`src/rtl/rr_sched_pkg.sv`:
```
package rr_sched_pkg;
  typedef enum logic {
    ST_POLL = 1'b0,
    ST_RUN  = 1'b1
  } sched_state_e;
endpackage

```
`src/rtl/rr_order_map.sv`:
```
module rr_order_map #(
  parameter int N_ACTORS = 4,
  parameter int IDX_W    = 2,
  parameter logic [N_ACTORS*IDX_W-1:0] VISIT_ORDER = '0
) (
  input  logic [IDX_W-1:0] slot_in,
  output logic [IDX_W-1:0] actor_out
);
  logic [IDX_W-1:0] lut [N_ACTORS];

  for (genvar g = 0; g < N_ACTORS; g++) begin : g_lut
    assign lut[g] = VISIT_ORDER[g*IDX_W +: IDX_W];
  end

  assign actor_out = lut[slot_in];
endmodule

```
`src/rtl/rr_slot_ptr.sv`:
```
module rr_slot_ptr #(
  parameter int N_ACTORS = 4,
  parameter int IDX_W    = 2
) (
  input  logic             clk,
  input  logic             rst,
  input  logic             advance,
  output logic [IDX_W-1:0] slot_q,
  output logic [IDX_W-1:0] slot_nxt
);
  localparam logic [IDX_W-1:0] LAST_SLOT = IDX_W'(N_ACTORS - 1);

  assign slot_nxt = (slot_q == LAST_SLOT) ? '0 : slot_q + 1'b1;

  always_ff @(posedge clk) begin
    if (rst)          slot_q <= '0;
    else if (advance) slot_q <= slot_nxt;
  end
endmodule

```
`src/rtl/rr_elig_sel.sv`:
```
module rr_elig_sel #(
  parameter int N_ACTORS = 4,
  parameter int IDX_W    = 2
) (
  input  logic [N_ACTORS-1:0] ready_in,
  input  logic [N_ACTORS-1:0] room_in,
  input  logic [N_ACTORS-1:0] done_in,
  input  logic [IDX_W-1:0]    actor_in,
  output logic                can_fire,
  output logic                done_hit
);
  assign can_fire = ready_in[actor_in] & room_in[actor_in];
  assign done_hit = done_in[actor_in];
endmodule

```
`src/rtl/rr_fire_dec.sv`:
```
module rr_fire_dec #(
  parameter int N_ACTORS = 4,
  parameter int IDX_W    = 2
) (
  input  logic                clk,
  input  logic                rst,
  input  logic                launch,
  input  logic [IDX_W-1:0]    actor_in,
  output logic [N_ACTORS-1:0] fire_q
);
  for (genvar g = 0; g < N_ACTORS; g++) begin : g_bit
    always_ff @(posedge clk) begin
      if (rst) fire_q[g] <= 1'b0;
      else     fire_q[g] <= launch && (actor_in == IDX_W'(g));
    end
  end
endmodule

```
`src/rtl/actor_sched_rr.sv`:
```
module actor_sched_rr #(
  parameter int N_ACTORS = 4,
  parameter logic [N_ACTORS*((N_ACTORS > 1) ? $clog2(N_ACTORS) : 1)-1:0] VISIT_ORDER = 'hE4
) (
  input  logic                clk,
  input  logic                rst,
  input  logic [N_ACTORS-1:0] ready_in,
  input  logic [N_ACTORS-1:0] room_in,
  input  logic [N_ACTORS-1:0] done_in,
  output logic [N_ACTORS-1:0] fire_out,
  output logic                busy_out,
  output logic [((N_ACTORS > 1) ? $clog2(N_ACTORS) : 1)-1:0] cur_idx_out
);
  import rr_sched_pkg::*;

  localparam int IDX_W = (N_ACTORS > 1) ? $clog2(N_ACTORS) : 1;
  localparam logic [IDX_W-1:0] FIRST_ACTOR = VISIT_ORDER[IDX_W-1:0];

  sched_state_e     state_q;
  logic [IDX_W-1:0] idx_q;
  logic [IDX_W-1:0] slot_q;
  logic [IDX_W-1:0] slot_nxt;
  logic [IDX_W-1:0] nxt_actor;
  logic             can_fire;
  logic             done_hit;
  logic             launch;
  logic             advance;

  assign launch  = (state_q == ST_POLL) && can_fire;
  assign advance = ((state_q == ST_POLL) && !can_fire) ||
                   ((state_q == ST_RUN)  && done_hit);

  rr_slot_ptr #(.N_ACTORS(N_ACTORS), .IDX_W(IDX_W)) u_ptr (
    .clk(clk), .rst(rst), .advance(advance),
    .slot_q(slot_q), .slot_nxt(slot_nxt)
  );

  rr_order_map #(.N_ACTORS(N_ACTORS), .IDX_W(IDX_W), .VISIT_ORDER(VISIT_ORDER)) u_map (
    .slot_in(slot_nxt), .actor_out(nxt_actor)
  );

  rr_elig_sel #(.N_ACTORS(N_ACTORS), .IDX_W(IDX_W)) u_elig (
    .ready_in(ready_in), .room_in(room_in), .done_in(done_in),
    .actor_in(idx_q), .can_fire(can_fire), .done_hit(done_hit)
  );

  rr_fire_dec #(.N_ACTORS(N_ACTORS), .IDX_W(IDX_W)) u_fire (
    .clk(clk), .rst(rst), .launch(launch), .actor_in(idx_q), .fire_q(fire_out)
  );

  always_ff @(posedge clk) begin
    if (rst) begin
      state_q <= ST_POLL;
      idx_q   <= FIRST_ACTOR;
    end else begin
      if (launch)                                 state_q <= ST_RUN;
      else if ((state_q == ST_RUN) && done_hit)   state_q <= ST_POLL;
      if (advance) idx_q <= nxt_actor;
    end
  end

  assign busy_out    = (state_q == ST_RUN);
  assign cur_idx_out = idx_q;
endmodule

```
`config.mk`:
```
export PLATFORM = sky130hd
export DESIGN_NAME = actor_sched_rr
export DESIGN_NICKNAME = d
export VERILOG_FILES = /design/src/rtl/rr_sched_pkg.sv /design/src/rtl/rr_order_map.sv /design/src/rtl/rr_slot_ptr.sv /design/src/rtl/rr_elig_sel.sv /design/src/rtl/rr_fire_dec.sv /design/src/rtl/actor_sched_rr.sv
export SDC_FILE = /design/constraint.sdc
export NUM_CORES = 1
export LEC_CHECK = 0
export CAP_MARGIN = 10
export CELL_PAD_IN_SITES_DETAIL_PLACEMENT = 1
export CELL_PAD_IN_SITES_GLOBAL_PLACEMENT = 1
export CORE_AREA = 2 2 39 41
export DETAILED_ROUTE_END_ITERATION = 10
export DIE_AREA = 0 0 41 43
export DONT_BUFFER_PORTS = 1
export HOLD_SLACK_MARGIN = 0.03
export PLACE_DENSITY_LB_ADDON = 0.1
export SETUP_SLACK_MARGIN = 0.1
export SLEW_MARGIN = 30
export SYNTH_ARGS = -nofsm -noshare
export SYNTH_HDL_FRONTEND = slang
export SYNTH_HIERARCHICAL = 1
export SYNTH_SLANG_ARGS = --single-unit
export TNS_END_PERCENT = 1
```
`constraint.sdc`:
```
create_clock -name clk -period 3.7 [get_ports clk]
set_input_delay 0.555 -clock clk [delete_from_list [all_inputs] [get_ports clk]]
set_output_delay 0.555 -clock clk [all_outputs]
set_load 0.02 [all_outputs]
```
==> impl_metrics.sql <==
INSERT INTO impl_metrics (metric_group, metric, value, unit) VALUES
('global_route', 'grt_max_degree', '12', ''),
('critical_path', 'worst_path_dominant_cell_family', 'flip-flops', ''),
('route', 'dr_total_vias', '285', ''),
('critical_path', 'worst-path-buf-inv', '1', ''),
('pwr', 'power.density', '743.2', 'mW/mm2'),
('critical_path', 'worstPathMaxFanout', '8', ''),
('place', 'dpl-instance-area', '444.2', 'um2'),
('critical_path', 'worst_r2r_endpoint', 'u_ptr/slot_q[0]$_SDFFE_PP0P_', ''),
('clocking', 'cts_hold_repair.buffers', '0', ''),
('floorplanning', 'i_o_pins', '21', ''),
('critical_path', 'worstPathArrival', '2260', 'ps'),
('place', 'dp.cells', '53', ''),
('clocking', 'htree_levels', '1', ''),
('min_path', 'hold-path-cell-count', '1', ''),
('cells_and_area', 'filler_cells', '160', ''),
('floorplanning', 'floorplan.die.height', '43', 'um'),
('critical_path', 'depth_of_the_worst_register_to_register_path', '6', ''),
('synth', 'synthAdderAreaFrac', '0.02849', ''),
('timing', 'finalCritPeriodShare', '0.5572', ''),
('synth', 'ys.warnings.count', '6', ''),
('floorplanning', 'die-area', '0.001763', 'mm2'),
('clocking', 'postCtsSetupBuffers', '0', ''),
('floorplanning', 'core', '0.001384', 'mm2'),
('timing', 'worst_clock_skew', '6.396', 'ps'),
('timing', 'timing_max_transition_violations_final', '0', ''),
('pwr', 'worst_ir_drop_vdd', '231.8', 'uV'),
('place', 'gp_congestion', '0.5886', ''),
('route', 'ant_nets', '0', ''),
('clocking', 'post_cts_resize_count', '0', ''),
('critical_path', 'worst_setup_path_end_kind', 'flip-flop', ''),
('synth', 'synth_seq_cells', '9', ''),
('clocking', 'cts-buffers-inserted', '3', ''),
('synth', 'synthXorXnorAreaFrac', '0', ''),
('synth', 'postSynthAreaPerCell', '11.26', 'um2'),
('synth', 'yosys-mux-area-fraction', '0.1709', ''),
('synth', 'synth_cell_types', '16', ''),
('route', 'route.final.wire_length', '828', 'um'),
('route', 'drt_iter0_drc', '3', ''),
('min_path', 'min-delay-path-class', 'input port to flip-flop', ''),
('critical_path', 'timing.critical_path.slowest_stage_cell', 'sky130_fd_sc_hd__dfxtp_1', ''),
('min_path', 'hold_start', 'rst', ''),
('cells_and_area', 'layout-area-overhead-vs-synth', '7.123', '%'),
('synth', 'post_synth_inst_count', '39', ''),
('clocking', 'cts-root-to-sink-buffers', '2', ''),
('cells_and_area', 'antennaDiodeCount', '0', ''),
('timing', 'period_needed', '2062', 'ps'),
('timing', 'final_hold_slack', '355.1', 'ps'),
('run', 'max_cap_viol_count', '0', ''),
('timing', 'hold_violations', '0', ''),
('critical_path', 'timing.critical_path.slowest_cell_delay', '620', 'ps'),
('synth', 'synth_top_family_by_area', 'simple AND/OR/NAND/NOR gates', ''),
('pwr', 'power.static_leakage', '0.0001858', 'uW'),
('synth', 'syn_area', '439.2', 'um2'),
('floorplanning', 'die_w', '41', 'um'),
('outcome', 'outcome', 'finished clean', ''),
('clocking', 'tritoncts', 'done', ''),
('critical_path', 'critical_path.reg2reg.startpoint', 'cur_idx_out[1]$_SDFFE_PP0P_', ''),
('global_route', 'grt.total_usage', '0.1220', ''),
('route', 'post_drt_wl_per_cell', '14.53', 'um'),
('critical_path', 'cp.depth', '6', ''),
('route', 'routed_via_density', '5.000', ''),
('synth', 'compound_gate_portion_of_the_synthesized_area', '0.03134', ''),
('critical_path', 'rrSetupSlack', '1640', 'ps'),
('critical_path', 'timing.critical_path.cells', 'mux4_2 -> nor2_1 -> a21oi_2 -> inv_2 -> or3b_1 -> a21oi_1', ''),
('clocking', 'clock_latency', '260', 'ps'),
('timing', 'report.final.setup_viol', '0', ''),
('synth', 'synth-simple-area-share', '0.3162', ''),
('timing', 'setup_tns', '0', 'ps'),
('global_route', 'grt_first_pass_wirelength', '1373', 'um'),
('global_route', 'grt_pass1_vias', '304', ''),
('clocking', 'clock_tree.root_cell', 'sky130_fd_sc_hd__clkbuf_4', '');
## state kept, by name, indices dropped and copies added (netlist names)
signal         count
cur_idx_out        2
u_ptr/slot_q       2
busy_out           1
u_fire/fire_q      4
## power breakdown
part | internal (uW) | switching (uW)
sequential | 121 | 51.0
combinational | 57.5 | 43.0
clock | 41.5 | 35.3
total | 220 | 129
## cell type report
cell class / count / area [um2] / area share
tap: 16 / 20.02 / 0.04255
sequential: 9 / 180.2 / 0.3830
multi-input combinational: 27 / 240.2 / 0.5106
clock buffer: 4 / 26.28 / 0.05585
inverter: 1 / 3.754 / 0.007979
## stage by stage
step	utilization	worst slack [ps]	power (uW)
2_1_floorplan	-	1757	272.2
3_3_place_gp	0.3210	1681	270.3
3_5_place_dp	0.3210	1636	279.2
4_1_cts	0.3400	1620	357.6
5_1_grt	0.3400	1550	380.1
6_report	0.3400	1638	349.6
## per-layer routing
layer  share of wire  GRT usage  vias to the layer above  wire (um)
met4               0    0.04000                        0          0
met2            0.53     0.1875                       13        437
li1                -          -                      140          -
met3           0.071    0.06283                        0         59
met1            0.40     0.1401                      132        330
met5               0          0                        -          0
## worst max path at each step
stage,from,slack (ps),endpoint
after floorplan,ready_in[3],1760,u_ptr/slot_q[0]$_SDFFE_PP0P_
after global placement,cur_idx_out[1]$_SDFFE_PP0P_,1680,u_ptr/slot_q[0]$_SDFFE_PP0P_
after detailed placement,cur_idx_out[1]$_SDFFE_PP0P_,1640,u_ptr/slot_q[0]$_SDFFE_PP0P_
after CTS,cur_idx_out[1]$_SDFFE_PP0P_,1620,u_ptr/slot_q[0]$_SDFFE_PP0P_
after global routing,cur_idx_out[1]$_SDFFE_PP0P_,1550,u_ptr/slot_q[0]$_SDFFE_PP0P_
final,cur_idx_out[1]$_SDFFE_PP0P_,1640,u_ptr/slot_q[0]$_SDFFE_PP0P_
## synthesized netlist by cell type
library cell | count | area share
sky130_fd_sc_hd__dfxtp_1 | 9 | 0.41
sky130_fd_sc_hd__nand2b_1 | 5 | 0.071
sky130_fd_sc_hd__and2_1 | 4 | 0.057
sky130_fd_sc_hd__nor2_1 | 4 | 0.034
sky130_fd_sc_hd__mux2i_1 | 3 | 0.068
sky130_fd_sc_hd__and4bb_2 | 2 | 0.057
sky130_fd_sc_hd__buf_4 | 2 | 0.034
sky130_fd_sc_hd__mux4_2 | 2 | 0.10
sky130_fd_sc_hd__a21oi_1 | 1 | 0.011
sky130_fd_sc_hd__a21oi_2 | 1 | 0.020
sky130_fd_sc_hd__and2b_2 | 1 | 0.020
sky130_fd_sc_hd__and4b_1 | 1 | 0.023
sky130_fd_sc_hd__ha_1 | 1 | 0.028
sky130_fd_sc_hd__inv_2 | 1 | 0.0085
sky130_fd_sc_hd__nor4b_2 | 1 | 0.034
sky130_fd_sc_hd__or3b_1 | 1 | 0.020
## placed cells by master, fill, tap and decap left out, drive strengths merged
| cell type | Yosys | routed |
|---|---|---|
| nand2b | 5 | 5 |
| inv | 1 | 1 |
| ha | 1 | 1 |
| clkbuf | 0 | 4 |
| dfxtp | 9 | 9 |
| and4bb | 2 | 2 |
| mux4 | 2 | 2 |
| and2 | 4 | 4 |
| a21oi | 2 | 2 |
| nor4b | 1 | 1 |
| nor2 | 4 | 4 |
| mux2i | 3 | 3 |
| and2b | 1 | 1 |
| or3b | 1 | 1 |
| and4b | 1 | 1 |
## kinds of logic (layout without fill, tap and decap cells)
group	Yosys count	count (layout)
and+or+nand+nor	19	19
buffers and inverters	3	5
adders and majority gates	1	1
DFF	9	9
AOI/OAI and AO/OA	2	2
muxes	5	5
Note: power is estimated with default switching activity, not from simulation.
